--- src/rtl/sym_debin_pkg.sv ---
package sym_debin_pkg;
   typedef enum logic [2:0] {
      SCH_UNARY       = 3'd0,
      SCH_TRUNC       = 3'd1,
      SCH_EXPG        = 3'd2,
      SCH_FIXED       = 3'd3,
      SCH_TRUNC_EXPG  = 3'd4,
      SCH_TRUNC_FIXED = 3'd5,
      SCH_TABLE       = 3'd6
   } scheme_e;

   typedef enum logic [2:0] {
      ST_IDLE, ST_UNARY, ST_EG_PFX, ST_EG_SFX, ST_FIXED, ST_TABLE
   } state_e;
endpackage

--- src/rtl/sym_debin_match.sv ---
module sym_debin_match #(
   parameter int VAL_W   = 16,
   parameter int TBL_N   = 4,
   parameter int TBL_LEN = 3,
   parameter int TBL_LW  = 2,
   parameter logic [TBL_N*TBL_LEN-1:0] TBL_PAT  = '0,
   parameter logic [TBL_N*TBL_LW-1:0]  TBL_BLEN = '0,
   parameter logic [TBL_N*VAL_W-1:0]   TBL_VAL  = '0
) (
   input  logic [TBL_LEN-1:0] bits,
   input  logic [TBL_LW-1:0]  count,
   output logic               hit,
   output logic [VAL_W-1:0]   hit_val
);
   logic [TBL_N-1:0] hit_vec;

   for (genvar e = 0; e < TBL_N; e++) begin : g_ent
      logic [TBL_LEN-1:0] mask;
      always_comb begin
         for (int i = 0; i < TBL_LEN; i++)
            mask[i] = (i < int'(TBL_BLEN[e*TBL_LW +: TBL_LW]));
      end
      assign hit_vec[e] = (count == TBL_BLEN[e*TBL_LW +: TBL_LW]) &&
                          (((bits ^ TBL_PAT[e*TBL_LEN +: TBL_LEN]) & mask) == '0);
   end

   always_comb begin
      hit     = 1'b0;
      hit_val = '0;
      for (int e = TBL_N - 1; e >= 0; e--) begin
         if (hit_vec[e]) begin
            hit     = 1'b1;
            hit_val = TBL_VAL[e*VAL_W +: VAL_W];
         end
      end
   end
endmodule

--- src/rtl/sym_debin_ctx.sv ---
module sym_debin_ctx
   import sym_debin_pkg::*;
#(
   parameter int VAL_W    = 16,
   parameter int CTX_W    = 3,
   parameter int CTX_LAST = 5
) (
   input  state_e             state,
   input  logic               in_sfx,
   input  logic [VAL_W-1:0]   idx,
   output logic               bypass,
   output logic [CTX_W-1:0]   ofs
);
   always_comb begin
      bypass = (state == ST_EG_PFX) || (state == ST_EG_SFX) ||
               ((state == ST_FIXED) && in_sfx);
      if (bypass || state == ST_IDLE)
         ofs = '0;
      else if (idx > VAL_W'(CTX_LAST))
         ofs = CTX_W'(CTX_LAST);
      else
         ofs = idx[CTX_W-1:0];
   end
endmodule

--- src/rtl/sym_debin_ctrl.sv ---
module sym_debin_ctrl
   import sym_debin_pkg::*;
#(
   parameter int VAL_W   = 16,
   parameter int CMAX_W  = 6,
   parameter int K_W     = 3,
   parameter int LEN_W   = 4,
   parameter int TBL_LEN = 3,
   parameter int TBL_LW  = 2
) (
   input  logic                clk,
   input  logic                rst_n,
   input  logic                start,
   input  logic [2:0]          scheme,
   input  logic [CMAX_W-1:0]   cmax,
   input  logic [K_W-1:0]      egk,
   input  logic [LEN_W-1:0]    flen,
   input  logic                bin_valid,
   input  logic                bin_val,
   input  logic                tbl_hit,
   input  logic [VAL_W-1:0]    tbl_val,
   output logic                bin_req,
   output state_e              state,
   output logic                in_sfx,
   output logic [VAL_W-1:0]    idx,
   output logic [TBL_LEN-1:0]  tbl_bits_nxt,
   output logic [TBL_LW-1:0]   tbl_cnt_nxt,
   output logic [VAL_W-1:0]    val_out,
   output logic                val_valid
);
   localparam int KQ_W  = $clog2(VAL_W) + 1;
   localparam int TBL_IW = $clog2(TBL_LEN);

   state_e              state_q;
   scheme_e             sch_q;
   logic [CMAX_W-1:0]   cmax_q;
   logic [LEN_W-1:0]    flen_q;
   logic [VAL_W-1:0]    cnt_q, acc_q, base_q, sfx_q, out_q;
   logic [KQ_W-1:0]     k_q, rem_q;
   logic                in_sfx_q, vld_q;
   logic [TBL_LEN-1:0]  tbl_bits_q;

   logic                take;
   logic [VAL_W-1:0]    cnt_inc, fl_nxt, sfx_nxt;
   scheme_e             sch_in;

   assign sch_in  = scheme_e'(scheme);
   assign bin_req = (state_q != ST_IDLE);
   assign take    = bin_req && bin_valid;
   assign cnt_inc = cnt_q + 1'b1;
   assign fl_nxt  = acc_q | (VAL_W'(bin_val) << cnt_q);
   assign sfx_nxt = {sfx_q[VAL_W-2:0], bin_val};

   always_comb begin
      tbl_bits_nxt = tbl_bits_q;
      tbl_bits_nxt[cnt_q[TBL_IW-1:0]] = bin_val;
      tbl_cnt_nxt  = cnt_q[TBL_LW-1:0] + 1'b1;
   end

   always_ff @(posedge clk or negedge rst_n) begin
      if (!rst_n) begin
         state_q    <= ST_IDLE;
         sch_q      <= SCH_UNARY;
         cmax_q     <= '0;
         flen_q     <= '0;
         cnt_q      <= '0;
         acc_q      <= '0;
         base_q     <= '0;
         sfx_q      <= '0;
         out_q      <= '0;
         k_q        <= '0;
         rem_q      <= '0;
         in_sfx_q   <= 1'b0;
         vld_q      <= 1'b0;
         tbl_bits_q <= '0;
      end else begin
         vld_q <= 1'b0;
         case (state_q)
            ST_IDLE: if (start) begin
               sch_q      <= sch_in;
               cmax_q     <= cmax;
               flen_q     <= flen;
               cnt_q      <= '0;
               acc_q      <= '0;
               base_q     <= '0;
               sfx_q      <= '0;
               k_q        <= KQ_W'(egk);
               in_sfx_q   <= 1'b0;
               tbl_bits_q <= '0;
               case (sch_in)
                  SCH_UNARY: state_q <= ST_UNARY;
                  SCH_TRUNC, SCH_TRUNC_EXPG, SCH_TRUNC_FIXED: begin
                     if (cmax != '0)
                        state_q <= ST_UNARY;
                     else if (sch_in == SCH_TRUNC_EXPG)
                        state_q <= ST_EG_PFX;
                     else if (sch_in == SCH_TRUNC_FIXED && flen != '0) begin
                        state_q  <= ST_FIXED;
                        in_sfx_q <= 1'b1;
                     end else begin
                        vld_q <= 1'b1;
                        out_q <= '0;
                     end
                  end
                  SCH_EXPG:  state_q <= ST_EG_PFX;
                  SCH_FIXED: begin
                     if (flen != '0) state_q <= ST_FIXED;
                     else begin
                        vld_q <= 1'b1;
                        out_q <= '0;
                     end
                  end
                  SCH_TABLE: state_q <= ST_TABLE;
                  default: ;
               endcase
            end
            ST_UNARY: if (take) begin
               if (!bin_val) begin
                  vld_q   <= 1'b1;
                  out_q   <= cnt_q;
                  state_q <= ST_IDLE;
               end else if (sch_q != SCH_UNARY && cnt_inc == VAL_W'(cmax_q)) begin
                  base_q <= cnt_inc;
                  cnt_q  <= '0;
                  if (sch_q == SCH_TRUNC_EXPG)
                     state_q <= ST_EG_PFX;
                  else if (sch_q == SCH_TRUNC_FIXED && flen_q != '0) begin
                     state_q  <= ST_FIXED;
                     in_sfx_q <= 1'b1;
                  end else begin
                     vld_q   <= 1'b1;
                     out_q   <= cnt_inc;
                     state_q <= ST_IDLE;
                  end
               end else begin
                  cnt_q <= cnt_inc;
               end
            end
            ST_EG_PFX: if (take) begin
               if (bin_val) begin
                  acc_q <= acc_q + (VAL_W'(1) << k_q);
                  k_q   <= k_q + 1'b1;
               end else if (k_q == '0) begin
                  vld_q   <= 1'b1;
                  out_q   <= base_q + acc_q;
                  state_q <= ST_IDLE;
               end else begin
                  rem_q   <= k_q;
                  state_q <= ST_EG_SFX;
               end
            end
            ST_EG_SFX: if (take) begin
               if (rem_q == KQ_W'(1)) begin
                  vld_q   <= 1'b1;
                  out_q   <= base_q + acc_q + sfx_nxt;
                  state_q <= ST_IDLE;
               end else begin
                  sfx_q <= sfx_nxt;
                  rem_q <= rem_q - 1'b1;
               end
            end
            ST_FIXED: if (take) begin
               if (cnt_inc == VAL_W'(flen_q)) begin
                  vld_q   <= 1'b1;
                  out_q   <= base_q + fl_nxt;
                  state_q <= ST_IDLE;
               end else begin
                  acc_q <= fl_nxt;
                  cnt_q <= cnt_inc;
               end
            end
            ST_TABLE: if (take) begin
               if (tbl_hit) begin
                  vld_q   <= 1'b1;
                  out_q   <= tbl_val;
                  state_q <= ST_IDLE;
               end else if (tbl_cnt_nxt == TBL_LW'(TBL_LEN)) begin
                  vld_q   <= 1'b1;
                  out_q   <= '1;
                  state_q <= ST_IDLE;
               end else begin
                  tbl_bits_q <= tbl_bits_nxt;
                  cnt_q      <= cnt_inc;
               end
            end
            default: state_q <= ST_IDLE;
         endcase
      end
   end

   assign state     = state_q;
   assign in_sfx    = in_sfx_q;
   assign idx       = cnt_q;
   assign val_out   = out_q;
   assign val_valid = vld_q;
endmodule

--- src/rtl/sym_debin.sv ---
module sym_debin
   import sym_debin_pkg::*;
#(
   parameter int VAL_W    = 16,
   parameter int CMAX_W   = 6,
   parameter int K_W      = 3,
   parameter int LEN_W    = 4,
   parameter int CTX_W    = 3,
   parameter int CTX_LAST = 5,
   parameter int TBL_N    = 4,
   parameter int TBL_LEN  = 3,
   parameter int TBL_LW   = 2,
   parameter logic [TBL_N*TBL_LEN-1:0] TBL_PAT  = 12'b111_011_001_000,
   parameter logic [TBL_N*TBL_LW-1:0]  TBL_BLEN = {2'd3, 2'd3, 2'd2, 2'd1},
   parameter logic [TBL_N*VAL_W-1:0]   TBL_VAL  = {16'd13, 16'd12, 16'd11, 16'd10}
) (
   input  logic              clk,
   input  logic              rst_n,
   input  logic              start,
   input  logic [2:0]        scheme,
   input  logic [CMAX_W-1:0] cmax,
   input  logic [K_W-1:0]    egk,
   input  logic [LEN_W-1:0]  flen,
   output logic              bin_req,
   output logic              bin_bypass,
   output logic [CTX_W-1:0]  bin_ctx_ofs,
   input  logic              bin_valid,
   input  logic              bin_val,
   output logic [VAL_W-1:0]  val_out,
   output logic              val_valid
);
   if (CMAX_W > VAL_W)                   $error("cmax wider than value");
   if ((2**LEN_W) - 1 > VAL_W)           $error("fixed length exceeds value width");
   if (K_W > $clog2(VAL_W) + 1)          $error("order field too wide");
   if (CTX_LAST >= 2**CTX_W)             $error("offset limit does not fit");
   if (TBL_LEN < 2)                      $error("table strings need two bins or more");
   if (TBL_LW < $clog2(TBL_LEN + 1))     $error("table length field too narrow");

   state_e             state;
   logic               in_sfx, tbl_hit;
   logic [VAL_W-1:0]   idx, tbl_val;
   logic [TBL_LEN-1:0] tbl_bits_nxt;
   logic [TBL_LW-1:0]  tbl_cnt_nxt;

   sym_debin_ctrl #(
      .VAL_W(VAL_W), .CMAX_W(CMAX_W), .K_W(K_W), .LEN_W(LEN_W),
      .TBL_LEN(TBL_LEN), .TBL_LW(TBL_LW)
   ) i_ctrl (
      .clk(clk), .rst_n(rst_n), .start(start), .scheme(scheme),
      .cmax(cmax), .egk(egk), .flen(flen),
      .bin_valid(bin_valid), .bin_val(bin_val),
      .tbl_hit(tbl_hit), .tbl_val(tbl_val),
      .bin_req(bin_req), .state(state), .in_sfx(in_sfx), .idx(idx),
      .tbl_bits_nxt(tbl_bits_nxt), .tbl_cnt_nxt(tbl_cnt_nxt),
      .val_out(val_out), .val_valid(val_valid)
   );

   sym_debin_ctx #(
      .VAL_W(VAL_W), .CTX_W(CTX_W), .CTX_LAST(CTX_LAST)
   ) i_ctx (
      .state(state), .in_sfx(in_sfx), .idx(idx),
      .bypass(bin_bypass), .ofs(bin_ctx_ofs)
   );

   sym_debin_match #(
      .VAL_W(VAL_W), .TBL_N(TBL_N), .TBL_LEN(TBL_LEN), .TBL_LW(TBL_LW),
      .TBL_PAT(TBL_PAT), .TBL_BLEN(TBL_BLEN), .TBL_VAL(TBL_VAL)
   ) i_match (
      .bits(tbl_bits_nxt), .count(tbl_cnt_nxt),
      .hit(tbl_hit), .hit_val(tbl_val)
   );
endmodule

--- config.mk ---
export PLATFORM = sky130hd
export DESIGN_NAME = sym_debin
export DESIGN_NICKNAME = d
export VERILOG_FILES = /design/src/rtl/sym_debin_pkg.sv /design/src/rtl/sym_debin_match.sv /design/src/rtl/sym_debin_ctx.sv /design/src/rtl/sym_debin_ctrl.sv /design/src/rtl/sym_debin.sv
export SDC_FILE = /design/constraint.sdc
export NUM_CORES = 1
export LEC_CHECK = 0
export CAP_MARGIN = 20
export CORE_UTILIZATION = 56
export DETAILED_ROUTE_END_ITERATION = 12
export PLACE_DENSITY = 0.78
export SETUP_SLACK_MARGIN = 0.1
export SLEW_MARGIN = 20
export SYNTH_ARGS = -nofsm -noshare
export SYNTH_HDL_FRONTEND = slang
export SYNTH_SLANG_ARGS = --single-unit
--- constraint.sdc ---
create_clock -name clk -period 4 [get_ports clk]
set_input_delay 0.8 -clock clk [delete_from_list [all_inputs] [get_ports clk]]
set_output_delay 0.8 -clock clk [all_outputs]
set_load 0.02 [all_outputs]
After elaboration in Yosys (flattened, before gate mapping)
Cells that the tools add are included.
{ "classes": {"addsub": 8, "magnitude_cmp": 3, "eq_ne": 51, "shift": 2, "n_mux": 127, "bitwise": 4, "reduce_logical": 45} }
{ "op_table": {"columns": ["operator", "n"], "rows": [
  ["16-bit 2-to-1 mux", 39],
  ["16-bit one-hot mux with 6 select lines", 1],
  ["3-bit 2-to-1 mux", 25],
  ["16-bit adder", 4],
  ["16-bit one-hot mux with 2 select lines", 2],
  ["16-bit one-hot mux with 4 select lines", 1],
  ["16-bit one-hot mux with 3 select lines", 1],
  ["5-bit 2-to-1 mux", 8],
  ["1-bit 2-to-1 mux", 35],
  ["15-bit 2-to-1 mux", 2],
  ["15-bit one-hot mux with 2 select lines", 1],
  ["3-bit equality test (second input constant)", 7],
  ["3-bit inequality test (second input constant)", 7],
  ["2-bit by 1-bit inequality test with 1-bit output (second input constant)", 10],
  ["2-bit inequality test (second input constant)", 10],
  ["5-bit one-hot mux with 2 select lines", 2],
  ["20-bit AND reduction", 1],
  ["3-bit logical NOT", 6],
  ["3-bit one-hot mux with 6 select lines", 1],
  ["16-bit by 1-bit adder with 16-bit output (second input constant)", 1],
  ["16-bit by 4-bit equality test with 1-bit output", 1],
  ["16-bit by 6-bit equality test with 1-bit output", 1],
  ["16-bit by 3-bit > comparator with 1-bit output (second input constant)", 1],
  ["16-bit bitwise OR", 1],
  ["other kinds (42)", 72]
]} }
{ "word_totals": {"regBits": 110, "inputBits": 21} }

Longest topological paths before layout
{ "logic_depth": {"depth_word": 15, "ltp_mapped": 18, "depth_no_buf": 18} }

By module
A second synthesis with hierarchy kept.
{ "unflattened": {"cells_unflattened": 1187, "area_unflattened_um2": 9897.0} }
{ "by_module_without_submodules": {"columns": ["mod", "instances", "cells_each", "area_per_inst_um2"], "rows": [
  ["sym_debin_ctrl", 1, 1147, 9621.7],
  ["sym_debin_match", 1, 24, 156.4],
  ["sym_debin_ctx", 1, 16, 118.9]
]} }

Least setup slack after synthesis
Ideal clock, no wire load.
{ "synth_timing": {"path_kind": "reg2reg", "startpoint": "register i_ctrl.cnt_q[5] (netlist: i_ctrl.idx[5])", "endpoint": "register i_ctrl.out_q[14] (netlist: i_ctrl.val_out[14])", "setup_time_ns": 0.137, "arrival_time_ns": 3.727, "t_required_ns": 3.863, "slack_ns": 0.136, "path_stages_with_launch": 19, "n_path_buf": 1, "period_less_slack_ns": 3.864, "cell_sequence": "dfrtp_1 buf_2 nor4_1 nand4_1 or2_2 nor3_1 a21o_1 ha_1 inv_1 fa_1 nand3b_1 a21oi_1 o311a_1 o41ai_1 o21ai_0 a31oi_1 mux2i_1 nor4b_1 o22ai_1"} }
{ "synth_via": {"elab_chain_cells": 7} }
{ "synth_lines": {"columns": ["element", "line_no", "text"], "rows": [
  ["start, declared", "sym_debin_ctrl.sv:38", "logic [VAL_W-1:0] cnt_q, acc_q, base_q, sfx_q, out_q;"],
  ["start signal, assigned", "sym_debin_ctrl.sv:136", "cnt_q <= cnt_inc;"],
  ["start signal, assigned", "sym_debin_ctrl.sv:169", "cnt_q <= cnt_inc;"],
  ["start signal, assigned", "sym_debin_ctrl.sv:183", "cnt_q <= cnt_inc;"],
  ["parallel branches: the longest is 7 deep, another holds 16-bit by 1-bit adder with 16-bit output", null, null],
  ["end signal, assigned", "sym_debin_ctrl.sv:120", "out_q <= cnt_q;"],
  ["end signal, assigned", "sym_debin_ctrl.sv:132", "out_q <= cnt_inc;"],
  ["end signal, assigned", "sym_debin_ctrl.sv:145", "out_q <= base_q + acc_q;"],
  ["end, declared", "sym_debin_ctrl.sv:38", null]
]} }
Parallel ways; which one is timed is not known. The select of a mux whose other input is x is not followed.
A chain may end at the register's enable or synchronous reset.

Worst setup path after layout
{ "layout_timing": {"startpoint": "register i_ctrl.acc_q[0]", "endpoint": "register i_ctrl.out_q[15] (netlist: i_ctrl.val_out[15])"} }
{ "layout_via": {"elab_chain_cells": 5} }
{ "layout_lines": {"columns": ["element", "line_no", "text"], "rows": [
  ["start, declared", "sym_debin_ctrl.sv:38", null],
  ["start signal, assigned", "sym_debin_ctrl.sv:141", "acc_q <= acc_q + (VAL_W'(1) << k_q);"],
  ["start signal, assigned", "sym_debin_ctrl.sv:168", "acc_q <= fl_nxt;"],
  ["16-bit adder or 16-bit bitwise OR (tied branches)", "sym_debin_ctrl.sv:145, sym_debin_ctrl.sv:155, sym_debin_ctrl.sv:51", null],
  ["16-bit adder, or another cell as far along", "sym_debin_ctrl.sv:155", "out_q <= base_q + acc_q + sfx_nxt;"],
  ["16-bit 2-to-1 mux (on tied branches)", "sym_debin_ctrl.sv:153, sym_debin_ctrl.sv:140, sym_debin_ctrl.sv:163", null],
  ["16-bit 2-to-1 mux (on tied branches)", "sym_debin_ctrl.sv:152, sym_debin_ctrl.sv:139, sym_debin_ctrl.sv:162", null],
  ["16-bit one-hot mux with 6 select lines *", "sym_debin_ctrl.sv:78", "case (state_q)"],
  ["end signal, assigned", "sym_debin_ctrl.sv:155", null],
  ["end signal, assigned", "sym_debin_ctrl.sv:165", "out_q <= base_q + fl_nxt;"],
  ["end signal, assigned", "sym_debin_ctrl.sv:175", "out_q <= tbl_val;"]
]} }
Every way passes the cells marked *; elsewhere a longest branch is shown, timed or not. The select of a mux whose other input is x is not followed.

==> flow_metrics.py <==
metrics = {
    "final_layout": {
        "fin_area_um2": 11800,
        "fill_cells": 1289,
        "drive_gt1_frac": 0.203,
        "fin_nets": 1398,
        "diodes": 0,
        "syn_to_final_growth_pct": 24.0,
    },
    "setup_path": {
        "critical_path_required_ps": 4280,
        "arrival_ps": 4250,
        "path_class": "reg2reg",
        "crit_top_cell": "buf_4",
        "cp_cell_sequence": "ha_2 > buf_4 > buf_4 > a211oi_1 > o21ai_1 > buf_4 > a21o_1 > a211oi_1 > nor2_1 > ha_1 > and3_1 > and3_1 > nand3_2 > and4_4 > or4_4 > o311ai_4 > buf_4 > xor2_1 > nand2_1 > a32oi_1",
        "worst_r2r_endpoint": "i_ctrl.val_out[15]",
        "startpoint_type": "register",
        "rr_worst_depth": 20,
        "critPathMaxStageDelay_ps": 430,
        "slowest_stage": "or4_4",
        "r2r_start": "i_ctrl.acc_q[0]",
        "rrSetupSlack_ps": 30,
        "cp_max_fo": 2,
        "crit_path_end_kind": "register",
    },
    "timing": {
        "hold_violations": 0,
        "finalCritPeriodShare": 0.993,
        "setup_viol": 0,
        "drv_slew": 0,
        "min_period_ps": 3970,
        "worstMarginPinSlew_ps": 893,
        "fmax_mhz": 252,
        "rsz0062_at_grt": "yes",
        "skew_ps": 13.3,
        "relSlewSlack": 0.403,
    },
    "cts": {
        "worstSkewPairLatency_ps": 370,
        "root_buffer": "clkbuf_16",
        "clock_sinks": 109,
        "cts_buffers": 9,
        "cts_tree": "yes",
        "cts-htree-levels": 3,
        "path_clk_slew_ps": 80,
        "clockBufferDepth": 2,
    },
    "place": {
        "io_buffers": 42,
        "dpl.hpwl_um": 21900,
        "gp_congestion": 0.978,
        "dpl_cell_area_um2": 11000,
    },
    "logic_synthesis": {
        "synth-seq-area-share": 0.288,
        "syn_avg_cell_area_um2": 8.28,
        "yosys-top-cells-area": "dfrtp_1 (29%), ha_1 (11%), nand2_1 (5.7%), xnor2_1 (4.7%), o21ai_0 (3.6%)",
        "synthArstFlopShare": 1.00,
        "synth_top_area_cell": "dfrtp_1",
        "synth_cells": 1145,
        "synth_cell_types": 78,
        "yosysWarnings": 0,
        "synth_edf_count": 0,
        "synthFlopType": "dfrtp_1",
        "yosysTopAreaCellShare": 0.288,
        "synth_seq_cells": 109,
        "synthesis.area_um2": 9480,
        "syn-num-nets": 1250,
    },
    "power": {
        "p_leak_nw": 5.56,
        "power_w": 0.00612,
        "peakVddDrop_mv": 0.370,
        "pwr_density_cell_nw_per_um2": 521,
    },
    "route": {
        "drt-total-wl_um": 29600,
        "wl_met3_um": 1950,
        "wl_met2_um": 14100,
        "vias": 9517,
        "antenna_left": 0,
        "wire_per_inst_um": 19.5,
        "drc": 1,
        "drt-pass1-iter-count": 10,
        "drt_first_iter_violations": 715,
        "wl_met1_um": 12100,
        "highest_layer": "met4",
        "via_per_inst": 6.27,
    },
    "outcome": {
        "status": "complete, but fails checks",
        "violations": "design-rule violations",
    },
    "floorplan": {
        "rows": 47,
        "die_area_um2": 17400,
        "initial_utilization": 0.573,
        "fp.dieW_um": 132,
        "io_pins": 43,
        "die-height_um": 132,
        "core-area_um2": 16500,
    },
    "global_route": {
        "grt_pass1_vias": 9456,
        "grt_overflow": 0,
        "antenna_found_initial": 0,
        "grt_pass1_wl_um": 47400,
        "track_usage": 0.344,
        "grt_max_degree": 65,
    },
    "flow_run": {
        "maxCapViolations": 0,
    },
    "hold_path": {
        "hold_class": "in2async",
    },
}
kinds of logic after synthesis:
logic type	Yosys count	synth area share
compound gates	314	0.226
flops	109	0.288
buf+inv	103	0.0444
xor+xnor	85	0.0786
simple gates	416	0.210
mux	34	0.0392
fa+ha+maj	84	0.114
cells in the mapped netlist, types with 5 or more instances:
library cell  count
a211oi_1         11
a21o_1           25
a21oi_1          63
a221oi_1          5
a22o_1           15
a22oi_1          12
a31o_2            7
a31oi_1          10
and3_1           17
buf_1             5
buf_2            11
clkbuf_1         37
dfrtp_1         109
ha_1             80
inv_1            44
mux2_2           21
mux2i_1           9
nand2_1         143
nand2b_1         11
nand3_1          21
nand3b_1          5
nand4_1          10
nor2_1           90
nor2b_1          20
nor3_1           45
nor3b_1           6
nor4_1           11
o21ai_0          69
o21ai_1           5
o21bai_1          8
o221ai_1          8
o22ai_1          13
o31ai_1           5
or2_2             7
or3_1             9
xnor2_1          51
xor2_1           34
through the flow:
stage	hold slack, ps	setup TNS (ps)	instances	setup slack [ps]	utilization
after floorplan	465	0	1145	136	-
after global placement	481	-4090	1485	-557	0.665
after detailed placement	491	-5630	1485	-710	0.665
after CTS	471	0	1508	42.3	0.698
after global routing	498	-937	1518	-209	0.711
final	439	0	1518	29.0	0.711
routing by layer:
layer	GRT usage	vias up
li1	-	4445
met1	0.423	4572
met2	0.580	396
met3	0.0627	104
met4	0.174	0
met5	0	-
what timing repair did:
| action | CTS | global route |
|---|---|---|
| hold endpoints to repair | 0 | 0 |
| pin swaps | 19 | 18 |
| buffers inserted | 7 | 10 |
| setup endpoints to repair | 11 | 24 |
| hold buffers | 0 | 0 |
| resized for setup | 37 | 28 |
critical path, delay by kind of cell, from the launching register on:
| kind | cells | cell delay [ps] |
|---|---|---|
| DFF | 1 | 420 |
| buffers and inverters | 4 | 540 |
| and+or+nand+nor | 7 | 1240 |
| AOI/OAI and AO/OA | 6 | 1020 |
| xor gates and xnor gates | 1 | 140 |
| adders and majority gates | 2 | 520 |
state kept, by name, summed over array words and instances, names as in the netlist, 2 cells and up:
signal             flops
i_ctrl.tbl_bits_q      2
i_ctrl.rem_q           5
i_ctrl.k_q             5
i_ctrl.sfx_q          15
i_ctrl.val_out        16
i_ctrl.cmax_q          6
i_ctrl.acc_q          16
i_ctrl.flen_q          4
i_ctrl.state           3
i_ctrl.sch_q           3
i_ctrl.base_q         16
i_ctrl.idx            16
report_power, final:
| part | switching (W) | total (W) | leakage, nW | internal (W) |
|---|---|---|---|---|
| Clock | 0.000466 | 0.000976 | 0.150 | 0.000510 |
| Sequential | 0.000218 | 0.00156 | 1.47 | 0.00134 |
| Combinational | 0.00212 | 0.00359 | 3.94 | 0.00147 |
layout make-up:
class	count	area, um^2	area share
Sequential cell	109	2730	0.232
Inverter	45	169	0.0144
Clock inverter	6	68.8	0.00586
Multi-Input combinational cell	933	6670	0.567
Timing Repair Buffer	195	1610	0.137
Tap cell	220	275	0.0234
Clock buffer	10	239	0.0203
worst max-delay path by stage:
| stage | start | end | slack (ps) |
|---|---|---|---|
| after floorplan | i_ctrl.idx[5] | i_ctrl.val_out[14] | 140 |
| after global placement | bin_val | i_ctrl.val_out[12] | -560 |
| after detailed placement | bin_val | i_ctrl.val_out[12] | -710 |
| after CTS | i_ctrl.acc_q[0] | i_ctrl.val_out[15] | 40 |
| after global routing | i_ctrl.idx[14] | i_ctrl.val_out[12] | -210 |
| final | i_ctrl.acc_q[0] | i_ctrl.val_out[15] | 30 |
cells in the final DEF (no fill, tap or decap), types with 20 or more instances in the layout:
cell type        Yosys  final
clkdlybuf4s50_1      0     40
ha_1                80     76
nand2_1            143    143
a21oi_1             63     57
a21o_1              25     25
nor3_1              45     37
buf_4                3    148
nand3_1             21     20
xnor2_1             51     49
o21ai_0             69     67
mux2_2              21     21
inv_1               44     42
dfrtp_1            109    109
nor2_1              90     88
xor2_1              34     34
No activity file was read; power rests on OpenSTA's default activity.
